`src/rtl/dma_sc_pkg.sv`:
```
package dma_sc_pkg;
  localparam int MODE_W   = 8;
  localparam int SRC_W    = 4;
  localparam int TRIG_BIT = 7;
  localparam int DIR_BIT  = 6;
  localparam int SIZE_BIT = 5;
  localparam int HOLD_BIT = 4;

  typedef enum logic { DIR_PER_TO_RAM = 1'b0, DIR_RAM_TO_PER = 1'b1 } dir_e;
  typedef enum logic { SIZE_BYTE = 1'b0, SIZE_HALF = 1'b1 } size_e;

  typedef struct packed {
    dir_e             dir;
    size_e            size;
    logic             hold;
    logic [SRC_W-1:0] src;
  } mode_t;
endpackage

```
`src/rtl/dma_mode_reg.sv`:
```
module dma_mode_reg
  import dma_sc_pkg::*;
(
  input  logic              clk,
  input  logic              rst_n,
  input  logic              wr_hit,
  input  logic [MODE_W-1:0] wr_data,
  input  logic              active,
  input  logic              enable,
  output mode_t             mode,
  output logic              sw_start
);
  // trigger is never stored; it acts only in the write cycle
  assign sw_start = wr_hit & wr_data[TRIG_BIT] & enable;

  always_ff @(posedge clk or negedge rst_n) begin
    if (!rst_n) begin
      mode <= '0;
    end else if (wr_hit) begin
      mode.hold <= wr_data[HOLD_BIT];
      if (!active) begin
        mode.dir  <= dir_e'(wr_data[DIR_BIT]);
        mode.size <= size_e'(wr_data[SIZE_BIT]);
        mode.src  <= wr_data[SRC_W-1:0];
      end
    end
  end

  // protected fields keep their value across a write while busy
  a_r9_protect: assert property (@(posedge clk) disable iff (!rst_n)
    (wr_hit && active) |=> (mode.dir == $past(mode.dir)) &&
                           (mode.size == $past(mode.size)) &&
                           (mode.src == $past(mode.src)));
endmodule

```
`src/rtl/dma_req_track.sv`:
```
module dma_req_track #(
  parameter int NSRC     = 16,
  parameter int SELW     = 4,
  parameter int HOLD_LAT = 2
) (
  input  logic            clk,
  input  logic            rst_n,
  input  logic [NSRC-1:0] hw_req,
  input  logic [SELW-1:0] src,
  input  logic            hold,
  input  logic            enable,
  input  logic            sw_start,
  input  logic            grant,
  output logic            go
);
  logic [NSRC-1:0]     req_q;
  logic [NSRC-1:0]     rise;
  logic [HOLD_LAT-1:0] hold_sh;
  logic                hold_eff;
  logic                hw_start;
  logic                start;
  logic                park, park_n, go_n;

  assign rise     = hw_req & ~req_q;
  assign hw_start = enable & rise[src];
  assign start    = hw_start | sw_start;
  // hold only bites once it has aged HOLD_LAT clocks; clearing acts at once
  assign hold_eff = hold & hold_sh[HOLD_LAT-1];

  generate
    if (HOLD_LAT == 1) begin : g_sh1
      always_ff @(posedge clk or negedge rst_n)
        if (!rst_n) hold_sh <= '0;
        else        hold_sh <= hold;
    end else begin : g_shn
      always_ff @(posedge clk or negedge rst_n)
        if (!rst_n) hold_sh <= '0;
        else        hold_sh <= {hold_sh[HOLD_LAT-2:0], hold};
    end
  endgenerate

  always_comb begin
    go_n   = go & ~grant;
    park_n = park;
    if (start) begin
      if (hold_eff) park_n = 1'b1;
      else          go_n   = 1'b1;
    end
    if (park && !hold) begin
      park_n = 1'b0;
      go_n   = 1'b1;
    end
  end

  always_ff @(posedge clk or negedge rst_n) begin
    if (!rst_n) begin
      req_q <= '0;
      park  <= 1'b0;
      go    <= 1'b0;
    end else begin
      req_q <= hw_req;
      park  <= park_n;
      go    <= go_n;
    end
  end

  // a request meeting an aged hold is parked, not launched
  a_r6_park: assert property (@(posedge clk) disable iff (!rst_n)
    (start && hold_eff) |=> park);
  // dropping the hold moves the parked request to launch
  a_r7_release: assert property (@(posedge clk) disable iff (!rst_n)
    (park && !hold) |=> (go && !park));
  // a granted channel with no new request falls idle
  a_r8_single: assert property (@(posedge clk) disable iff (!rst_n)
    (grant && !start && !park) |=> !go);
endmodule

```
`src/rtl/dma_launch_arb.sv`:
```
module dma_launch_arb #(
  parameter int NCH  = 2,
  parameter int CHW  = 1
) (
  input  logic            clk,
  input  logic            rst_n,
  input  logic [NCH-1:0]  go,
  input  logic [NCH-1:0]  ch_dir,
  input  logic [NCH-1:0]  ch_size,
  output logic [NCH-1:0]  grant,
  output logic            xfer_valid,
  input  logic            xfer_ready,
  output logic [CHW-1:0]  xfer_ch,
  output logic            xfer_dir,
  output logic            xfer_size
);
  logic [CHW-1:0] pick;
  logic           any;
  logic           load;

  always_comb begin
    pick = '0;
    any  = 1'b0;
    for (int i = NCH - 1; i >= 0; i--) begin
      if (go[i]) begin
        pick = CHW'(i);
        any  = 1'b1;
      end
    end
  end

  assign load = any & ~xfer_valid;

  always_comb begin
    for (int i = 0; i < NCH; i++) grant[i] = load && (pick == CHW'(i));
  end

  always_ff @(posedge clk or negedge rst_n) begin
    if (!rst_n) begin
      xfer_valid <= 1'b0;
      xfer_ch    <= '0;
      xfer_dir   <= 1'b0;
      xfer_size  <= 1'b0;
    end else if (load) begin
      xfer_valid <= 1'b1;
      xfer_ch    <= pick;
      xfer_dir   <= ch_dir[pick];
      xfer_size  <= ch_size[pick];
    end else if (xfer_valid && xfer_ready) begin
      xfer_valid <= 1'b0;
    end
  end

  // at most one channel granted per cycle
  a_r10_onehot: assert property (@(posedge clk) disable iff (!rst_n)
    $onehot0(grant));
  // channel 0 wins when the port is free
  a_r10_prio: assert property (@(posedge clk) disable iff (!rst_n)
    (!xfer_valid && go[0]) |=> (xfer_valid && xfer_ch == '0));
  // presented transfer holds still under back-pressure
  a_r11_stall: assert property (@(posedge clk) disable iff (!rst_n)
    (xfer_valid && !xfer_ready) |=> (xfer_valid && $stable(xfer_ch) &&
                                     $stable(xfer_dir) && $stable(xfer_size)));
endmodule

```
`src/rtl/dma_start_ctrl.sv`:
```
module dma_start_ctrl
  import dma_sc_pkg::*;
#(
  parameter int NCH      = 2,
  parameter int HOLD_LAT = 2
) (
  input  logic                  clk,
  input  logic                  rst_n,
  input  logic                  cfg_wr,
  input  logic [$clog2(NCH)-1:0] cfg_ch,
  input  logic [MODE_W-1:0]     cfg_wdata,
  input  logic [$clog2(NCH)-1:0] rd_ch,
  output logic [MODE_W-1:0]     rd_data,
  input  logic [NCH-1:0]        ch_enable,
  input  logic [NCH-1:0]        ch_active,
  input  logic [(1<<SRC_W)-1:0] hw_req,
  output logic                  xfer_valid,
  input  logic                  xfer_ready,
  output logic [$clog2(NCH)-1:0] xfer_ch,
  output logic                  xfer_dir,
  output logic                  xfer_size
);
  localparam int CHW  = $clog2(NCH);
  localparam int NSRC = 1 << SRC_W;

  mode_t          mode [NCH];
  logic [NCH-1:0] sw_start, go, grant, dir_v, size_v;

  generate
    for (genvar c = 0; c < NCH; c++) begin : g_ch
      dma_mode_reg u_mode (
        .clk      (clk),
        .rst_n    (rst_n),
        .wr_hit   (cfg_wr && (cfg_ch == CHW'(c))),
        .wr_data  (cfg_wdata),
        .active   (ch_active[c]),
        .enable   (ch_enable[c]),
        .mode     (mode[c]),
        .sw_start (sw_start[c])
      );

      dma_req_track #(.NSRC(NSRC), .SELW(SRC_W), .HOLD_LAT(HOLD_LAT)) u_trk (
        .clk      (clk),
        .rst_n    (rst_n),
        .hw_req   (hw_req),
        .src      (mode[c].src),
        .hold     (mode[c].hold),
        .enable   (ch_enable[c]),
        .sw_start (sw_start[c]),
        .grant    (grant[c]),
        .go       (go[c])
      );

      assign dir_v[c]  = mode[c].dir;
      assign size_v[c] = mode[c].size;
    end
  endgenerate

  dma_launch_arb #(.NCH(NCH), .CHW(CHW)) u_arb (
    .clk        (clk),
    .rst_n      (rst_n),
    .go         (go),
    .ch_dir     (dir_v),
    .ch_size    (size_v),
    .grant      (grant),
    .xfer_valid (xfer_valid),
    .xfer_ready (xfer_ready),
    .xfer_ch    (xfer_ch),
    .xfer_dir   (xfer_dir),
    .xfer_size  (xfer_size)
  );

  // trigger bit is never stored, so it reads as zero
  assign rd_data = {1'b0, mode[rd_ch]};
endmodule

```
`config.mk`:
```
export PLATFORM = sky130hd
export DESIGN_NAME = dma_start_ctrl
export DESIGN_NICKNAME = d
export VERILOG_FILES = /design/src/rtl/dma_sc_pkg.sv /design/src/rtl/dma_mode_reg.sv /design/src/rtl/dma_req_track.sv /design/src/rtl/dma_launch_arb.sv /design/src/rtl/dma_start_ctrl.sv
export SDC_FILE = /design/constraint.sdc
export NUM_CORES = 1
export LEC_CHECK = 0
export ABC_AREA = 1
export ABC_CLOCK_PERIOD_IN_PS = 1200
export BUFFER_PORTS_ARGS = -buffer_cell sky130_fd_sc_hd__buf_2
export CAP_MARGIN = 5
export CORE_AREA = 3 3 64 66
export CTS_BUF_LIST = sky130_fd_sc_hd__clkbuf_2 sky130_fd_sc_hd__clkbuf_4 sky130_fd_sc_hd__clkbuf_8
export DETAILED_ROUTE_END_ITERATION = 16
export DIE_AREA = 0 0 67 69
export GPL_ROUTABILITY_DRIVEN = 0
export PLACE_DENSITY = 0.82
export RECOVER_POWER = 100
export SLEW_MARGIN = 0
export SYNTH_ARGS = -nofsm -noshare
export SYNTH_HDL_FRONTEND = slang
export SYNTH_SLANG_ARGS = --single-unit
```
`constraint.sdc`:
```
create_clock -name clk -period 1.2 [get_ports clk]
set_input_delay 0.12 -clock clk [delete_from_list [all_inputs] [get_ports clk]]
set_output_delay 0.12 -clock clk [all_outputs]
set_load 0.05 [all_outputs]
```
==> flow_metrics.py, run 1 <==
metrics = {
    "routing": {
        "routed_wirelength_um": 7260,
        "vias": 2168,
        "wire_per_inst_um": 19.6,
        "ant_nets": 0,
        "wl_met3_um": 697,
        "drt_iter0_drc": 353,
        "wl_met1_um": 2610,
        "drtPass1Iterations": 8,
        "wl_met2_um": 3450,
        "vias_per_cell": 5.86,
        "drc": 0,
        "top_layer": "met4",
    },
    "clock_tree": {
        "clk_latency_ps": 310,
        "numCtsBuffers": 5,
        "htree_levels": 2,
        "cts_buffer_depth": 2,
        "cts-root-buf": "clkbuf_8",
        "cts_tree": "built",
        "cts.clk_slew.worst_paths_ps": 90,
        "cts.sinks": 42,
    },
    "synth": {
        "synth_nets": 267,
        "synth_top_area_share_pct": 54.7,
        "ys_types": 19,
        "ys_ff_latch": 42,
        "yosysWarnings": 0,
        "ys_seq_area_share_pct": 54.7,
        "synth_largest_area_cell": "dfrtp_1",
        "synth.area.top_cells": "dfrtp_1 55%, nand3_1 17%, nand2_1 8.2%, inv_1 8.0%, o21ai_1 3.1%",
        "netlist_area_um2": 1920,
        "syn-mean-instance-area_um2": 8.25,
        "syn_inst": 233,
    },
    "floorplanning": {
        "rows": 22,
        "initial_core_util_pct": 52.9,
        "die-area_um2": 4620,
        "die_h_um": 69,
        "io_pins": 46,
        "core_area_um2": 3630,
        "dieWidth_um": 67,
    },
    "global_routing": {
        "grt_pass1_wl_um": 8170,
        "grt_pass1_vias": 1801,
        "grt_usage_pct": 22.9,
        "grt_overflow_total": 0,
        "grt_antenna_before_repair": 0,
        "grt_max_degree": 26,
    },
    "critical_path": {
        "crit_path_end_kind": "register",
        "arrival_ps": 1690,
        "worstPathRequired_ps": 1450,
        "crit_type": "register to register",
        "r2r_end": "g_ch[0].u_trk.go",
        "startpoint_type": "register",
        "path_max_fanout": 8,
        "ff2ff_setup_slack_ps": -250,
        "r2r_cells": 10,
        "timing.rr.start": "g_ch[0].u_mode.mode[0]",
    },
    "cells_and_area": {
        "nets": 355,
        "syn_to_final_growth_pct": 55.0,
        "final_core_util_pct": 82.1,
        "mostFrequentLayoutCells": "45 x nand3_2, 38 x inv_1, 38 x dfrtp_1, 37 x nand2_1, 22 x buf_2",
        "finalInstanceArea_um2": 2980,
        "final_common_cell": "nand3_2",
        "num_antenna_cells": 0,
        "layout-drive-gt1-share_pct": 41.0,
    },
    "sta": {
        "hold_viol_final": 0,
        "finalSetupTns_ps": -1030,
        "fin_worst_skew_ps": 13.3,
        "rsz0062_at_grt": "true",
        "finalSetupViolCount": 9,
        "max_freq_mhz": 691,
        "relSlewSlack_pct": 60.6,
        "maxSlewViolCount": 0,
        "fin_crit_sh_pct": 121,
        "tightest_slew_ps": 590,
        "setup_slack_ps": -247,
        "period_minus_slack_ps": 1450,
    },
    "power_and_ir_drop": {
        "irDropWorstVdd_mv": 0.893,
        "powerDensity_nw_per_um2": 1600,
        "power_mw": 4.78,
        "p_leak_nw": 1.50,
    },
    "min_path": {
        "worstHoldStart": "cfg_wdata[2]",
        "min_path_type": "input port to register",
        "hold_path_end": "g_ch[0].u_mode.mode[2]",
        "whs_path_depth": 3,
    },
    "place": {
        "numPortBuffers": 44,
        "postPlaceCellArea_um2": 2240,
        "dpl_worst_slack_ps": -172,
        "hpwl_um": 3210,
    },
    "job": {
        "maxCapViolCount": 0,
    },
    "status": {
        "status": "finished with violations",
        "violations": "negative setup slack",
    },
}
[where the power goes]
part | switching (mW) | total [mW] | internal, mW
logic | 1.27 | 1.97 | 0.699
registers | 0.194 | 1.84 | 1.64
clock network | 0.491 | 0.978 | 0.487
[sequential cells by signal, indices dropped and copies added, names as in the netlist]
| signal | flops |
|---|---|
| g_ch.u_trk.park | 2 |
| g_ch.u_mode.mode | 14 |
| g_ch.u_trk.req_q | 16 |
| u_arb.xfer_dir | 1 |
| u_arb.xfer_valid | 1 |
| u_arb.xfer_ch | 1 |
| u_arb.xfer_size | 1 |
| g_ch.u_trk.go | 2 |
| g_ch.u_trk.hold_sh | 4 |
[final cells by class]
| class | count | area [µm²] |
|---|---|---|
| Clock inverter | 1 | 5.00 |
| Fill cell | 217 | 652 |
| Sequential cell | 42 | 1060 |
| Multi-Input combinational cell | 142 | 956 |
| Clock buffer | 7 | 90.1 |
| Inverter | 43 | 174 |
| Timing Repair Buffer | 87 | 641 |
| Tap cell | 48 | 60.1 |
[how the worst max path moves through the flow]
| stage | from | to | slack [ps] | depth (start not counted) |
|---|---|---|---|---|
| final | g_ch[0].u_mode.mode[0] | g_ch[0].u_trk.go | -250 | 10 |
| after global routing | g_ch[0].u_mode.mode[0] | g_ch[0].u_trk.park | -290 | 10 |
| after CTS | g_ch[0].u_mode.mode[0] | rd_data[0] | -120 | 4 |
| after detailed placement | g_ch[0].u_mode.mode[0] | g_ch[0].u_trk.go | -170 | 9 |
| after global placement | g_ch[0].u_mode.mode[0] | g_ch[0].u_trk.go | -120 | 8 |
| after floorplan | u_arb.xfer_valid | u_arb.xfer_dir | 60 | 5 |
[per-layer routing]
metal / up-vias / track usage (%)
li1: 924 / -
met1: 1000 / 30.1
met2: 191 / 35.2
met3: 53 / 5.86
met4: 0 / 9.91
met5: - / 0
[cell families (layout without fill, tap and decap cells)]
group	Yosys count	count (layout)	synth area share, %
simple gates	113	113	26.5
buf+inv	49	138	11.1
flops	42	42	54.7
compound gates	28	28	7.61
other cells	1	1	0.195
[worst max-delay path, stage by stage (launching register included)]
cell and delay, ps:
dfrtp_2 480, inv_8 80, buf_8 130, nand3_2 90, nand3_2 110, nand3_2 90, nand3_2 60, nand2_1 60
nand2_1 100, nand3_1 90, nand2_1 80
[through the flow]
stage | std cells | hold slack, ps
floorplan | 233 | -176
global placement | 324 | 70.9
detailed placement | 324 | 69.3
CTS | 356 | 53.1
global route | 370 | 75.1
finish | 370 | 67.4
[timing repair]
action                                 in CTS  in global routing
gates cloned                                0                  2
pin swaps                                   2                 36
hold buffers                               18                  0
setup endpoints to repair                  11                 11
resized for setup                          23                 68
setup buffers                               6                 12
endpoints found under the hold margin      34                  0
[synthesized netlist by cell type]
master	number
clkbuf_1	1
nand3_1	64
a21oi_1	4
nor2_1	5
nand2_1	42
nor2_2	1
a22oi_1	1
a22o_1	1
buf_2	2
o21ai_0	10
inv_1	41
o21ai_1	12
inv_8	1
buf_6	2
buf_4	1
inv_2	1
conb_1	1
or2_1	1
dfrtp_1	42
(Power assumes the default switching activity.)
==> inputs of run 2 (changes only) <==
RECOVER_POWER = not set   (was 100)
==> run 2 against run 1 <==
Effect of this change:
- the flow still finishes with violations (negative setup slack)
- sequential cell count unchanged
- core utilization increased by 0.93 points
- register-to-register slack lost 20 ps
- highest routed layer unchanged
==> flow_metrics.py, run 2 (synthesized netlist as in run 1, its figures left out) <==
metrics = {
    "critical_path": {
        "crit_path_end_kind": "register",
        "path_cells": "inv_8 > buf_8 > nand3_2 > nand3_2 > nand3_2 > nand3_2 > nand2_1 > nand2_1 > nand3_1 > nand2_1",
        "crit_family": "simple AND/OR/NAND/NOR gates",
        "crit_slowest_cell": "dfrtp_2",
        "crit_start": "g_ch[0].u_mode.mode[0]",
        "crit_top_cell": "nand3_2",
        "startpoint_type": "register",
        "slowest_delay_ps": 480,
        "arrival_ps": 1710,
        "r2r_cells": 10,
        "worstPathRequired_ps": 1440,
        "timing.rr.start": "g_ch[0].u_mode.mode[0]",
        "path_buf_inv": 2,
        "path_depth": 10,
        "path_max_fanout": 8,
        "crit_type": "register to register",
    },
    "cells_and_area": {
        "largest-register": "g_ch.u_trk.req_q",
        "nets": 355,
        "finalInstanceArea_um2": 3020,
        "syn_to_final_growth_pct": 56.8,
        "num_antenna_cells": 0,
        "reg_top3": "g_ch.u_trk.req_q (16), g_ch.u_mode.mode (14), g_ch.u_trk.hold_sh (4)",
        "final_common_cell": "nand3_2",
        "final_core_util_pct": 83.0,
        "layout-drive-gt1-share_pct": 46.0,
        "mostFrequentLayoutCells": "45 x nand3_2, 38 x dfrtp_1, 37 x nand2_1, 37 x inv_1, 37 x buf_2",
        "largest_register_ffs": 16,
    },
    "routing": {
        "ant_nets": 0,
        "routed_wirelength_um": 7290,
        "vias_per_cell": 5.88,
        "drt_iter0_drc": 306,
        "vias": 2176,
        "wire_per_inst_um": 19.7,
        "drtPass1Iterations": 7,
        "drc": 0,
    },
    "place": {
        "dpl_worst_slack_ps": -172,
        "hpwl_um": 3210,
        "postPlaceCellArea_um2": 2240,
        "numPortBuffers": 44,
    },
    "job": {
        "maxCapViolCount": 0,
    },
    "status": {
        "violations": "negative setup slack",
        "status": "finished with violations",
    },
    "sta": {
        "maxSlewViolCount": 0,
        "max_freq_mhz": 682,
        "setup_slack_ps": -266,
        "fin_crit_sh_pct": 122,
        "finalSetupViolCount": 9,
        "fin_worst_skew_ps": 10.1,
        "worst_hold_slack_ps": 68.6,
        "finalSetupTns_ps": -1060,
        "rsz0062_at_grt": "true",
        "period_minus_slack_ps": 1470,
        "hold_viol_final": 0,
    },
    "power_and_ir_drop": {
        "powerDensity_nw_per_um2": 1590,
        "p_leak_nw": 1.54,
        "irDropWorstVdd_mv": 0.895,
    },
    "clock_tree": {
        "numCtsBuffers": 5,
        "clk_latency_ps": 300,
        "cts_tree": "built",
        "htree_levels": 2,
        "cts.sinks": 42,
        "cts-root-buf": "clkbuf_8",
        "cts_buffer_depth": 2,
        "cts.clk_slew.worst_paths_ps": 80,
    },
    "min_path": {
        "worstHoldStart": "cfg_wdata[1]",
        "whs_path_depth": 3,
        "min_path_type": "input port to register",
    },
    "global_routing": {
        "grt_pass1_wl_um": 8170,
        "grt_max_degree": 26,
        "grt_overflow_total": 0,
        "grt_usage_pct": 22.9,
        "grt_pass1_vias": 1801,
        "grt_antenna_before_repair": 0,
    },
    "floorplanning": {
        "initial_core_util_pct": 52.9,
        "rows": 22,
        "die_h_um": 69,
        "die-area_um2": 4620,
        "io_pins": 46,
        "core_area_um2": 3630,
        "dieWidth_um": 67,
    },
}
-- run 2: metrics by stage --
step                      total power, mW  cells
after floorplan                      2.79    233
after global placement               3.15    324
after detailed placement             3.18    324
after CTS                            4.28    356
after global routing                 4.99    370
final                                4.81    370
-- run 2: worst reg2reg max path: cells and delay by family, from the launching register on --
family | cells | cell delay, ps
buffers and inverters | 2 | 210
and+or+nand+nor | 8 | 710
DFF | 1 | 480
-- run 2: power breakdown --
part           leakage (nW)  total (mW)  internal (mW)  switching [mW]
sequential            0.504        1.84           1.64           0.201
combinational         0.986        1.99          0.717            1.27
clock                0.0517       0.975          0.487           0.488
total                  1.54        4.81           2.85            1.96
-- run 2: what timing repair did --
item,in CTS,in global routing
pin swaps,2,36
resized for setup,23,68
endpoints found under the setup margin,11,11
gates cloned,0,2
buffers inserted,6,12
hold buffers,18,0
hold endpoints to repair,34,0
-- run 2: final cells by class --
type,instances,area (µm²)
Fill cell,201,618
Clock inverter,1,5.00
Sequential cell,42,1060
Tap cell,48,60.1
Multi-Input combinational cell,142,956
Clock buffer,7,90.1
Timing Repair Buffer,87,674
Inverter,43,174
-- run 2: per-layer routing --
layer | vias up | track usage, % | wire (µm)
met1 | 1013 | 30.1 | 2690
li1 | 921 | - | -
met4 | 0 | 9.91 | 504
met5 | - | 0 | 0
met3 | 51 | 5.86 | 654
met2 | 191 | 35.2 | 3450
-- run 2: worst paths after layout --
kind                                             to  slack, ps
setup / recovery                   g_ch[0].u_trk.go       -270
hold / removal               g_ch[1].u_mode.mode[1]         70
setup reg to reg                   g_ch[0].u_trk.go       -270
hold reg to reg            g_ch[1].u_trk.hold_sh[1]        370
max in group asynchronous    g_ch[1].u_mode.mode[2]        420
min in group asynchronous  g_ch[1].u_trk.hold_sh[0]        280
